### config.mk
export PLATFORM = sky130hd
export DESIGN_NAME = gpio_bank
export DESIGN_NICKNAME = d
export VERILOG_FILES = /design/src/rtl/gpio_bank_pkg.sv /design/src/rtl/gpio_setclr_reg.sv /design/src/rtl/gpio_sync_edge.sv /design/src/rtl/gpio_sticky_status.sv /design/src/rtl/gpio_bank.sv
export SDC_FILE = /design/constraint.sdc
export NUM_CORES = 1
export LEC_CHECK = 0
export ABC_AREA = 1
export BUFFER_PORTS_ARGS = -buffer_cell sky130_fd_sc_hd__buf_2
export CORE_UTILIZATION = 59
export CTS_CLUSTER_SIZE = 40
export DETAILED_ROUTE_END_ITERATION = 6
export PLACE_DENSITY = 0.86
export SYNTH_ARGS = -nofsm -noshare
export SYNTH_HDL_FRONTEND = slang
export SYNTH_SLANG_ARGS = --single-unit
### constraint.sdc
create_clock -name clk -period 15.6 [get_ports clk]
set_input_delay 1.56 -clock clk [delete_from_list [all_inputs] [get_ports clk]]
set_output_delay 1.56 -clock clk [all_outputs]
set_load 0.1 [all_outputs]
### src/rtl/gpio_bank_pkg.sv
package gpio_bank_pkg;

  localparam logic [7:0] OFS_LEVEL     = 8'h00;
  localparam logic [7:0] OFS_OUT_SET   = 8'h04;
  localparam logic [7:0] OFS_OUT_CLR   = 8'h08;
  localparam logic [7:0] OFS_DIR       = 8'h0C;
  localparam logic [7:0] OFS_DIR_SET   = 8'h10;
  localparam logic [7:0] OFS_DIR_CLR   = 8'h14;
  localparam logic [7:0] OFS_FN_LO     = 8'h18;
  localparam logic [7:0] OFS_FN_HI     = 8'h1C;
  localparam logic [7:0] OFS_RISE_IEN  = 8'h20;
  localparam logic [7:0] OFS_FALL_IEN  = 8'h24;
  localparam logic [7:0] OFS_IRQ_STAT  = 8'h28;
  localparam logic [7:0] OFS_IRQ_CLR   = 8'h2C;
  localparam logic [7:0] OFS_RISE_WEN  = 8'h30;
  localparam logic [7:0] OFS_FALL_WEN  = 8'h34;
  localparam logic [7:0] OFS_WAKE_STAT = 8'h38;
  localparam logic [7:0] OFS_WAKE_CLR  = 8'h3C;

  // plain configuration words held in one array
  localparam int NCFG = 6;
  typedef enum int {
    CFG_FN_LO    = 0,
    CFG_FN_HI    = 1,
    CFG_RISE_IEN = 2,
    CFG_FALL_IEN = 3,
    CFG_RISE_WEN = 4,
    CFG_FALL_WEN = 5
  } cfg_idx_e;

  typedef enum logic [1:0] {
    FN_SOFT = 2'b00,
    FN_A    = 2'b01,
    FN_B    = 2'b10,
    FN_C    = 2'b11
  } fn_code_e;

  function automatic logic [7:0] cfg_offset(input int k);
    case (k)
      CFG_FN_LO:    cfg_offset = OFS_FN_LO;
      CFG_FN_HI:    cfg_offset = OFS_FN_HI;
      CFG_RISE_IEN: cfg_offset = OFS_RISE_IEN;
      CFG_FALL_IEN: cfg_offset = OFS_FALL_IEN;
      CFG_RISE_WEN: cfg_offset = OFS_RISE_WEN;
      default:      cfg_offset = OFS_FALL_WEN;
    endcase
  endfunction

endpackage

### src/rtl/gpio_setclr_reg.sv
module gpio_setclr_reg #(
  parameter int W = 32
) (
  input  logic         clk,
  input  logic         rst_n,
  input  logic         load_en,
  input  logic         set_en,
  input  logic         clr_en,
  input  logic [W-1:0] wdata,
  output logic [W-1:0] q
);

  logic [W-1:0] q_d;
  logic         upd_en;

  always_comb begin
    q_d = q;
    if (load_en)     q_d = wdata;
    else if (set_en) q_d = q | wdata;
    else if (clr_en) q_d = q & ~wdata;
  end

  assign upd_en = load_en | set_en | clr_en;

  always_ff @(posedge clk or negedge rst_n) begin
    if (!rst_n)      q <= '0;
    else if (upd_en) q <= q_d;
  end

  AST_SET_TAKES: assert property (@(posedge clk) disable iff (!rst_n)
    set_en |=> ((q & $past(wdata)) == $past(wdata)));
  AST_CLR_TAKES: assert property (@(posedge clk) disable iff (!rst_n)
    clr_en |=> ((q & $past(wdata)) == '0));
  AST_ZERO_BITS_KEEP: assert property (@(posedge clk) disable iff (!rst_n)
    (set_en || clr_en) |=> (((q ^ $past(q)) & ~$past(wdata)) == '0));

endmodule

### src/rtl/gpio_sync_edge.sv
module gpio_sync_edge #(
  parameter int W = 32
) (
  input  logic         clk,
  input  logic         rst_n,
  input  logic [W-1:0] pin_raw,
  output logic [W-1:0] lvl_o,
  output logic [W-1:0] rise_o,
  output logic [W-1:0] fall_o
);

  localparam int NSTG = 2;

  logic [W-1:0] stg_q [NSTG];
  logic [W-1:0] last_q;

  always_ff @(posedge clk or negedge rst_n) begin
    if (!rst_n) begin
      for (int s = 0; s < NSTG; s++) stg_q[s] <= '0;
      last_q <= '0;
    end else begin
      stg_q[0] <= pin_raw;
      for (int s = 1; s < NSTG; s++) stg_q[s] <= stg_q[s-1];
      last_q <= stg_q[NSTG-1];
    end
  end

  assign lvl_o  = stg_q[NSTG-1];
  assign rise_o = lvl_o & ~last_q;
  assign fall_o = ~lvl_o & last_q;

  AST_RISE_FROM_LOW: assert property (@(posedge clk) disable iff (!rst_n)
    (|rise_o) |=> ((($past(rise_o)) & ~last_q) == '0));
  AST_FALL_FROM_HIGH: assert property (@(posedge clk) disable iff (!rst_n)
    (|fall_o) |=> ((($past(fall_o)) & last_q) == '0));

endmodule

### src/rtl/gpio_sticky_status.sv
module gpio_sticky_status #(
  parameter int W = 32
) (
  input  logic         clk,
  input  logic         rst_n,
  input  logic [W-1:0] evt_i,
  input  logic         clr_en,
  input  logic [W-1:0] clr_mask,
  output logic [W-1:0] stat_o
);

  logic [W-1:0] clr_bits;
  logic [W-1:0] stat_d;

  always_comb begin
    clr_bits = clr_en ? clr_mask : '0;
    // a new event wins over a clear of the same bit
    stat_d   = (stat_o & ~clr_bits) | evt_i;
  end

  always_ff @(posedge clk or negedge rst_n) begin
    if (!rst_n) stat_o <= '0;
    else        stat_o <= stat_d;
  end

  AST_STAT_ONLY_FROM_EVT: assert property (@(posedge clk) disable iff (!rst_n)
    1'b1 |=> ((stat_o & ~$past(stat_o) & ~$past(evt_i)) == '0));
  AST_STAT_STICKY: assert property (@(posedge clk) disable iff (!rst_n)
    1'b1 |=> (($past(stat_o) & ~stat_o & ~$past(clr_bits)) == '0));
  AST_EVT_BEATS_CLR: assert property (@(posedge clk) disable iff (!rst_n)
    (|evt_i) |=> ((stat_o & $past(evt_i)) == $past(evt_i)));

endmodule

### src/rtl/gpio_bank.sv
module gpio_bank
  import gpio_bank_pkg::*;
#(
  parameter int NPIN = 32,
  parameter int AW   = 8
) (
  input  logic              clk,
  input  logic              rst_n,
  input  logic              bus_wr,
  input  logic [AW-1:0]     bus_addr,
  input  logic [NPIN-1:0]   bus_wdata,
  output logic [NPIN-1:0]   bus_rdata,
  input  logic [NPIN-1:0]   pin_i,
  output logic [NPIN-1:0]   pin_out,
  output logic [NPIN-1:0]   pin_oe,
  output logic [2*NPIN-1:0] pin_fsel,
  output logic              irq_o,
  output logic              wake_o
);

  localparam int FW = 2;

  // reset: asserted asynchronously, released on the clock
  logic [1:0] rst_sync_q;
  logic       rst_int_n;

  always_ff @(posedge clk or negedge rst_n) begin
    if (!rst_n) rst_sync_q <= '0;
    else        rst_sync_q <= {rst_sync_q[0], 1'b1};
  end
  assign rst_int_n = rst_sync_q[1];

  // address decode
  logic hit_level, hit_out_set, hit_out_clr;
  logic hit_dir, hit_dir_set, hit_dir_clr;
  logic hit_irq_clr, hit_wake_clr;

  always_comb begin
    hit_level    = bus_addr == AW'(OFS_LEVEL);
    hit_out_set  = bus_addr == AW'(OFS_OUT_SET);
    hit_out_clr  = bus_addr == AW'(OFS_OUT_CLR);
    hit_dir      = bus_addr == AW'(OFS_DIR);
    hit_dir_set  = bus_addr == AW'(OFS_DIR_SET);
    hit_dir_clr  = bus_addr == AW'(OFS_DIR_CLR);
    hit_irq_clr  = bus_addr == AW'(OFS_IRQ_CLR);
    hit_wake_clr = bus_addr == AW'(OFS_WAKE_CLR);
  end

  // output latch and direction
  logic [NPIN-1:0] out_q, dir_q;

  gpio_setclr_reg #(.W(NPIN)) u_out (
    .clk    (clk),
    .rst_n  (rst_int_n),
    .load_en(bus_wr & hit_level),
    .set_en (bus_wr & hit_out_set),
    .clr_en (bus_wr & hit_out_clr),
    .wdata  (bus_wdata),
    .q      (out_q)
  );

  gpio_setclr_reg #(.W(NPIN)) u_dir (
    .clk    (clk),
    .rst_n  (rst_int_n),
    .load_en(bus_wr & hit_dir),
    .set_en (bus_wr & hit_dir_set),
    .clr_en (bus_wr & hit_dir_clr),
    .wdata  (bus_wdata),
    .q      (dir_q)
  );

  // plain configuration words
  logic [NPIN-1:0] cfg_q [NCFG];
  logic [NPIN-1:0] cfg_d [NCFG];
  logic [NCFG-1:0] cfg_we;

  always_comb begin
    for (int k = 0; k < NCFG; k++) begin
      cfg_we[k] = bus_wr && (bus_addr == AW'(cfg_offset(k)));
      cfg_d[k]  = cfg_we[k] ? bus_wdata : cfg_q[k];
    end
  end

  always_ff @(posedge clk or negedge rst_int_n) begin
    if (!rst_int_n) begin
      for (int k = 0; k < NCFG; k++) cfg_q[k] <= '0;
    end else begin
      for (int k = 0; k < NCFG; k++)
        if (cfg_we[k]) cfg_q[k] <= cfg_d[k];
    end
  end

  // input path
  logic [NPIN-1:0] lvl, rise, fall;

  gpio_sync_edge #(.W(NPIN)) u_sync (
    .clk    (clk),
    .rst_n  (rst_int_n),
    .pin_raw(pin_i),
    .lvl_o  (lvl),
    .rise_o (rise),
    .fall_o (fall)
  );

  logic [NPIN-1:0] irq_evt, wake_evt, irq_stat, wake_stat;

  assign irq_evt  = (rise & cfg_q[CFG_RISE_IEN]) | (fall & cfg_q[CFG_FALL_IEN]);
  assign wake_evt = (rise & cfg_q[CFG_RISE_WEN]) | (fall & cfg_q[CFG_FALL_WEN]);

  gpio_sticky_status #(.W(NPIN)) u_irq_stat (
    .clk     (clk),
    .rst_n   (rst_int_n),
    .evt_i   (irq_evt),
    .clr_en  (bus_wr & hit_irq_clr),
    .clr_mask(bus_wdata),
    .stat_o  (irq_stat)
  );

  gpio_sticky_status #(.W(NPIN)) u_wake_stat (
    .clk     (clk),
    .rst_n   (rst_int_n),
    .evt_i   (wake_evt),
    .clr_en  (bus_wr & hit_wake_clr),
    .clr_mask(bus_wdata),
    .stat_o  (wake_stat)
  );

  // pin-side outputs
  logic [NPIN-1:0] soft_mode;

  assign soft_mode = ~(cfg_q[CFG_FN_LO] | cfg_q[CFG_FN_HI]);
  assign pin_out   = out_q;
  assign pin_oe    = dir_q & soft_mode;
  assign irq_o     = |irq_stat;
  assign wake_o    = |wake_stat;

  for (genvar i = 0; i < NPIN; i++) begin : g_fsel
    assign pin_fsel[FW*i +: FW] = {cfg_q[CFG_FN_HI][i], cfg_q[CFG_FN_LO][i]};
  end

  // read mux
  always_comb begin
    case (bus_addr)
      AW'(OFS_LEVEL):     bus_rdata = lvl;
      AW'(OFS_OUT_SET),
      AW'(OFS_OUT_CLR):   bus_rdata = out_q;
      AW'(OFS_DIR),
      AW'(OFS_DIR_SET),
      AW'(OFS_DIR_CLR):   bus_rdata = dir_q;
      AW'(OFS_FN_LO):     bus_rdata = cfg_q[CFG_FN_LO];
      AW'(OFS_FN_HI):     bus_rdata = cfg_q[CFG_FN_HI];
      AW'(OFS_RISE_IEN):  bus_rdata = cfg_q[CFG_RISE_IEN];
      AW'(OFS_FALL_IEN):  bus_rdata = cfg_q[CFG_FALL_IEN];
      AW'(OFS_IRQ_STAT):  bus_rdata = irq_stat;
      AW'(OFS_RISE_WEN):  bus_rdata = cfg_q[CFG_RISE_WEN];
      AW'(OFS_FALL_WEN):  bus_rdata = cfg_q[CFG_FALL_WEN];
      AW'(OFS_WAKE_STAT): bus_rdata = wake_stat;
      default:            bus_rdata = '0;
    endcase
  end

  AST_OE_SOFT_ONLY: assert property (@(posedge clk) disable iff (!rst_int_n)
    ((pin_oe & (cfg_q[CFG_FN_LO] | cfg_q[CFG_FN_HI])) == '0));
  AST_OE_NEEDS_DIR: assert property (@(posedge clk) disable iff (!rst_int_n)
    ((pin_oe & ~dir_q) == '0));
  AST_IRQ_DROPS_ON_CLR: assert property (@(posedge clk) disable iff (!rst_int_n)
    (bus_wr && hit_irq_clr && (bus_wdata == '1) && !(|irq_evt)) |=> !irq_o);
  AST_WAKE_DROPS_ON_CLR: assert property (@(posedge clk) disable iff (!rst_int_n)
    (bus_wr && hit_wake_clr && (bus_wdata == '1) && !(|wake_evt)) |=> !wake_o);

endmodule

==> results.py, run 1 <==
metrics = {
    "detailed_routing": {
        "drtIter0Drc": 2315,
        "dr.pass1.iters": 7,
        "postRouteWirelength_um": 62220,
        "drc_errors": 1,
        "vias": 18780,
        "wl_per_cell_um": 20.17,
        "viasPerCell": 6.090,
        "ant_nets": 0,
    },
    "synth": {
        "synth-seq-cells": 418,
        "ys_seq_area_share_pct": 52.83,
        "synth_edf_count": 0,
        "postSynth.asyncResetShare_pct": 100.0,
        "synth_top_area_share_pct": 52.83,
        "syn_area_per_cell_sq_um": 7.939,
        "synthTopCellsByCount": "731 x nand2_1, 486 x nand3_1, 418 x dfrtp_1",
        "synth_ff_type": "dfrtp_1",
        "synth_warnings": 0,
        "syn_inst": 2494,
        "synth.most_common_cell": "nand2_1",
        "syn_nets": 2569,
        "syn-cell-area_sq_um": 19800,
        "synth.distinct_cells": 24,
        "yosys-top-cells-area": "dfrtp_1 53%, nand2_1 14%, nand3_1 12%",
        "synth_top_area_cell": "dfrtp_1",
    },
    "global_routing": {
        "grt_pass1_wl_um": 96630,
        "grt_max_degree": 82,
        "gr-usage-all-layers_pct": 36.80,
        "grt_pass1_vias": 18190,
        "grt_overflow_total": 0,
        "antenna_found_initial": 2,
    },
    "cells_and_area": {
        "final_area_sq_um": 22210,
        "syn_to_final_growth_pct": 12.15,
        "utilization_pct": 67.73,
        "multi_input_area_sq_um": 7605,
        "drive_gt1_share_pct": 13.40,
        "final_cells": 3084,
        "seq_area_sq_um": 10460,
        "nFillCells": 2562,
        "antenna_cells": 0,
        "final_nets": 2689,
    },
    "sta": {
        "finClkSkew_ns": 0.01587,
        "final_critical_path_setup_slack_ns": 9.331,
        "slew_headroom_pct": 10.82,
        "rsz0062_at_grt": "false",
        "tightest_slew_ns": 1.335,
        "max_freq_mhz": 159.5,
        "finalHoldViolCount": 0,
        "whs_ns": 0.3485,
        "tns_ns": 0,
        "report.final.slew_viol_count": 0,
        "final.min_clock_period_ns": 6.269,
        "setup_viol": 0,
        "period_share_pct": 40.19,
    },
    "power": {
        "power.density_nw_per_um2": 116.3,
        "p_total_mw": 2.582,
        "p_leak_nw": 10.97,
        "ir_drop_mv": 0.07954,
    },
    "floorplanning": {
        "io_pins": 237,
        "fp-row-count": 66,
        "fp.dieW_um": 185.2,
        "initial_core_util_pct": 60.39,
        "dieArea_sq_um": 34290,
        "dieHeight_um": 185.2,
        "coreArea_sq_um": 32780,
    },
    "critical_path": {
        "cp_data_required_time_ns": 14.04,
        "crit_type": "input port to output port",
        "path_max_fanout": 68,
        "worst_setup_path_end_kind": "output port",
        "crit_path_start_kind": "input port",
        "rrSetupSlack_ns": 12.91,
        "arrival_ns": 4.71,
    },
    "outcome": {
        "status": "finished, violations left",
        "violations": "DRC",
    },
    "placed_design": {
        "io_buffers": 236,
        "post-place-ws_ns": 9.440,
        "dp.cells": 3011,
        "gp_congestion": 0.9158,
        "dpl_cell_area_sq_um": 20790,
        "dp_hpwl_um": 38540,
    },
    "clock_tree": {
        "root_buffer": "clkbuf_16",
        "ctsResizeCount": 0,
        "clock_path_buffers": 3,
        "cts_tree": "done",
        "clkTransAtPathRegs_ns": 0.06,
        "cts_made_buffers": 43,
        "cts_setup_buffers": 0,
        "hold_buffers": 0,
        "clock_latency_ns": 0.54,
        "clock-sinks": 418,
        "cts_htree_levels": 2,
    },
    "worst_hold_path": {
        "min_path_type": "register to register",
    },
    "job": {
        "max_cap_viol_count": 0,
    },
}
## area by class of cell
cell class | instances | area share, %
tap | 442 | 2.491
multi-input combinational | 1681 | 34.25
clock inverter | 7 | 0.5128
sequential | 418 | 47.12
clock buffer | 66 | 5.877
timing repair buffer | 264 | 6.266
inverter | 206 | 3.482
## cells in the final DEF, fill, tap and decap left out
| master | netlist | routed |
|---|---|---|
| conb_1 | 1 | 1 |
| dfrtp_1 | 418 | 417 |
| nor4_1 | 16 | 16 |
| nor2_2 | 6 | 6 |
| clkinv_4 | 0 | 1 |
| nand3_4 | 1 | 1 |
| inv_2 | 3 | 3 |
| inv_1 | 203 | 203 |
| o21ai_1 | 93 | 93 |
| nor2_1 | 78 | 74 |
| nor3_1 | 31 | 31 |
| nand3_1 | 486 | 486 |
| nand2_2 | 7 | 9 |
| nand2_1 | 731 | 729 |
| a21oi_1 | 31 | 31 |
| a21oi_4 | 0 | 1 |
| clkbuf_8 | 0 | 10 |
| buf_4 | 65 | 28 |
| o21bai_1 | 32 | 32 |
| clkbuf_16 | 0 | 45 |
| clkbuf_1 | 65 | 11 |
| buf_2 | 46 | 236 |
| dfrtp_4 | 0 | 1 |
| clkinv_2 | 0 | 3 |
| a211oi_4 | 0 | 1 |
| nor2_4 | 2 | 6 |
| o21ai_0 | 163 | 163 |
| nor3b_1 | 1 | 1 |
| bufinv_16 | 0 | 3 |
## power by group
group | internal [mW] | leakage (nW) | switching, mW | total, mW
sequential | 1.14 | 5.23 | 0.0605 | 1.20
combinational | 0.0553 | 5.04 | 0.280 | 0.336
clock | 0.623 | 0.698 | 0.419 | 1.04
## path summary, 6_finish.rpt
check / start / end / depth (start not counted)
setup / recovery: bus_addr[6] / bus_rdata[15] / 11
hold / removal: u_sync.stg_q[63]$_DFF_PN0_ / u_sync.lvl_o[31]$_DFF_PN0_ / 0
setup reg to reg: rst_sync_q[1]$_DFF_PN0_ / asynchronous set/reset pin / 2
hold reg to reg: u_sync.stg_q[63]$_DFF_PN0_ / u_sync.lvl_o[31]$_DFF_PN0_ / 0
max in group asynchronous: rst_sync_q[1]$_DFF_PN0_ / asynchronous set/reset pin / 2
min in group asynchronous: rst_sync_q[1]$_DFF_PN0_ / u_sync.stg_q[61]$_DFF_PN0_ / 0
## cell families after synthesis
| group | count (synthesis) | synth area share (%) |
|---|---|---|
| compound gates | 321 | 8.576 |
| buf+inv | 395 | 9.012 |
| flops | 418 | 52.83 |
| other cells | 1 | 0.01894 |
| simple gates | 1359 | 29.56 |
## worst max-delay path, stage by stage
cell	delay, ns
buf_2	0.12
inv_1	0.05
nand2_1	0.14
nor2_4	0.12
buf_4	0.70
nand2_1	0.77
buf_4	0.48
a21oi_1	0.18
nor2_1	0.08
nand2_1	0.07
buf_2	0.42
## metal layers
layer / wire [um] / up-vias / track usage [%]
met5: 20 / - / 0
met4: 2907 / 4 / 18.61
met3: 7451 / 254 / 7.806
met2: 28380 / 1381 / 57.89
met1: 23460 / 8846 / 48.38
li1: - / 8296 / -
No activity file was read; power rests on OpenSTA's default activity.
==> run 2: changes to the inputs <==
CORE_UTILIZATION = 53   (was 59)
PLACE_DENSITY = 0.82   (was 0.86)
clock period = 5.65 ns   (was 15.6 ns; I/O delays follow)
==> results.py, run 2 (same netlist as run 1, synthesis figures left out) <==
metrics = {
    "sta": {
        "max_freq_mhz": 252.9,
        "finalHoldViolCount": 0,
        "report.final.slew_viol_count": 0,
        "rsz0062_at_grt": "false",
        "tns_ns": 0,
        "slew_headroom_pct": 14.91,
        "final.min_clock_period_ns": 3.954,
        "period_share_pct": 69.98,
        "finClkSkew_ns": 0.02056,
        "setup_viol": 0,
        "tightest_slew_ns": 1.275,
    },
    "critical_path": {
        "arrival_ns": 3.39,
        "timing.rr.start": "rst_sync_q[1]$_DFF_PN0_",
        "startpoint": "bus_addr[7]",
        "crit_path_start_kind": "input port",
        "crit_type": "input port to output port",
        "cp_data_required_time_ns": 5.09,
        "worst_setup_path_end_kind": "output port",
        "reg2reg_depth": 1,
        "path_max_fanout": 33,
    },
    "detailed_routing": {
        "postRouteWirelength_um": 63710,
        "drtIter0Drc": 2254,
        "dr.pass1.iters": 6,
        "viasPerCell": 5.969,
        "drc_errors": 0,
        "vias": 18630,
        "ant_nets": 0,
        "wl_per_cell_um": 20.41,
    },
    "floorplanning": {
        "fp-row-count": 70,
        "coreArea_sq_um": 36700,
        "io_pins": 237,
        "dieArea_sq_um": 38130,
        "initial_core_util_pct": 53.95,
        "dieHeight_um": 195.3,
        "fp.dieW_um": 195.3,
    },
    "clock_tree": {
        "cts_htree_levels": 2,
        "clock_latency_ns": 0.57,
        "clock_path_buffers": 3,
        "clock-sinks": 418,
        "clkTransAtPathRegs_ns": 0.06,
        "cts_setup_buffers": 0,
        "cts_made_buffers": 45,
        "hold_buffers": 1,
        "cts_tree": "done",
        "root_buffer": "clkbuf_16",
        "ctsResizeCount": 0,
    },
    "cells_and_area": {
        "syn_to_final_growth_pct": 13.30,
        "final_common_cell": "nand2_1",
        "drive_gt1_share_pct": 13.80,
        "final_cell_mix": "728 x nand2_1, 486 x nand3_1, 417 x dfrtp_1",
        "final_cells": 3122,
        "final_nets": 2694,
    },
    "placed_design": {
        "gp_congestion": 0.9240,
        "io_buffers": 236,
        "dp_hpwl_um": 40820,
        "dp.cells": 3039,
    },
    "power": {
        "power.density_nw_per_um2": 325.7,
        "p_leak_nw": 11.06,
        "ir_drop_mv": 0.2289,
    },
    "worst_hold_path": {
        "min_path_type": "input port to register",
        "hp-start": "pin_i[21]",
        "hold_path_depth": 1,
    },
    "global_routing": {
        "grt_max_degree": 187,
        "gr-usage-all-layers_pct": 33.75,
        "grt_overflow_total": 0,
        "antenna_found_initial": 3,
        "grt_pass1_wl_um": 99390,
        "grt_pass1_vias": 18050,
    },
    "job": {
        "max_cap_viol_count": 0,
    },
    "outcome": {
        "status": "finished, final reports clean",
    },
}
==> run 2: critical path, cell delays in order <==
cell     delay (ns)
buf_2          0.11
nor2_2         0.15
nand2_2        0.40
inv_2          0.48
nand2_2        0.70
a21oi_1        0.40
nor2_1         0.07
nand2_1        0.06
buf_2          0.41
==> run 2: routing by layer <==
metal  vias to the layer above  global-route usage (%)  share of wire (%)
met4                         4                   18.58                5.0
met5                         -                       0              0.049
met1                      8774                   43.37                 37
met2                      1306                   52.69                 46
met3                       223                   8.273                 12
li1                       8327                       -                  -
==> run 2: final timing paths <==
path	to	slack, ns
worst max-delay path	bus_rdata[21]	1.70
worst min-delay path	u_sync.stg_q[53]$_DFF_PN0_	0.1
worst max register to register	cfg_q[13]$_DFFE_PN0P_	3.76
worst min register to register	u_sync.lvl_o[27]$_DFF_PN0_	0.35
max in group asynchronous	cfg_q[13]$_DFFE_PN0P_	3.76
min in group asynchronous	rst_sync_q[1]$_DFF_PN0_	0.32
==> run 2: power breakdown <==
part | total (mW) | switching (mW) | internal, mW
logic | 0.937 | 0.782 | 0.155
registers | 3.32 | 0.162 | 3.16
clock network | 3.05 | 1.21 | 1.84
==> run 2: area by class of cell <==
| cell class | count | area (sq um) |
|---|---|---|
| diodes | 1 | 2.502 |
| clock buffers | 71 | 1406 |
| clock inverters | 10 | 132.6 |
| fillers | 3130 | 14260 |
| inverters | 206 | 773.2 |
| multi-input cells | 1681 | 7612 |
| flip-flops and latches | 418 | 10460 |
| well taps | 468 | 585.6 |
| repair buffers | 267 | 1456 |
==> run 2: per-stage QoR <==
step                cell area (sq um)  worst slack [ns]  utilization [%]  power, mW  hold slack [ns]
detailed placement              20880             1.730            56.90      4.296           0.3358
global placement                20880             1.850            56.90      4.271           0.3332
global route                    22430             1.549            61.12      7.522          0.08421
CTS                             22430             1.729            61.12      7.323          0.07996
floorplan                       19800             1.550                -      4.080           0.2694
finish                          22430             1.696            61.13      7.307          0.09618
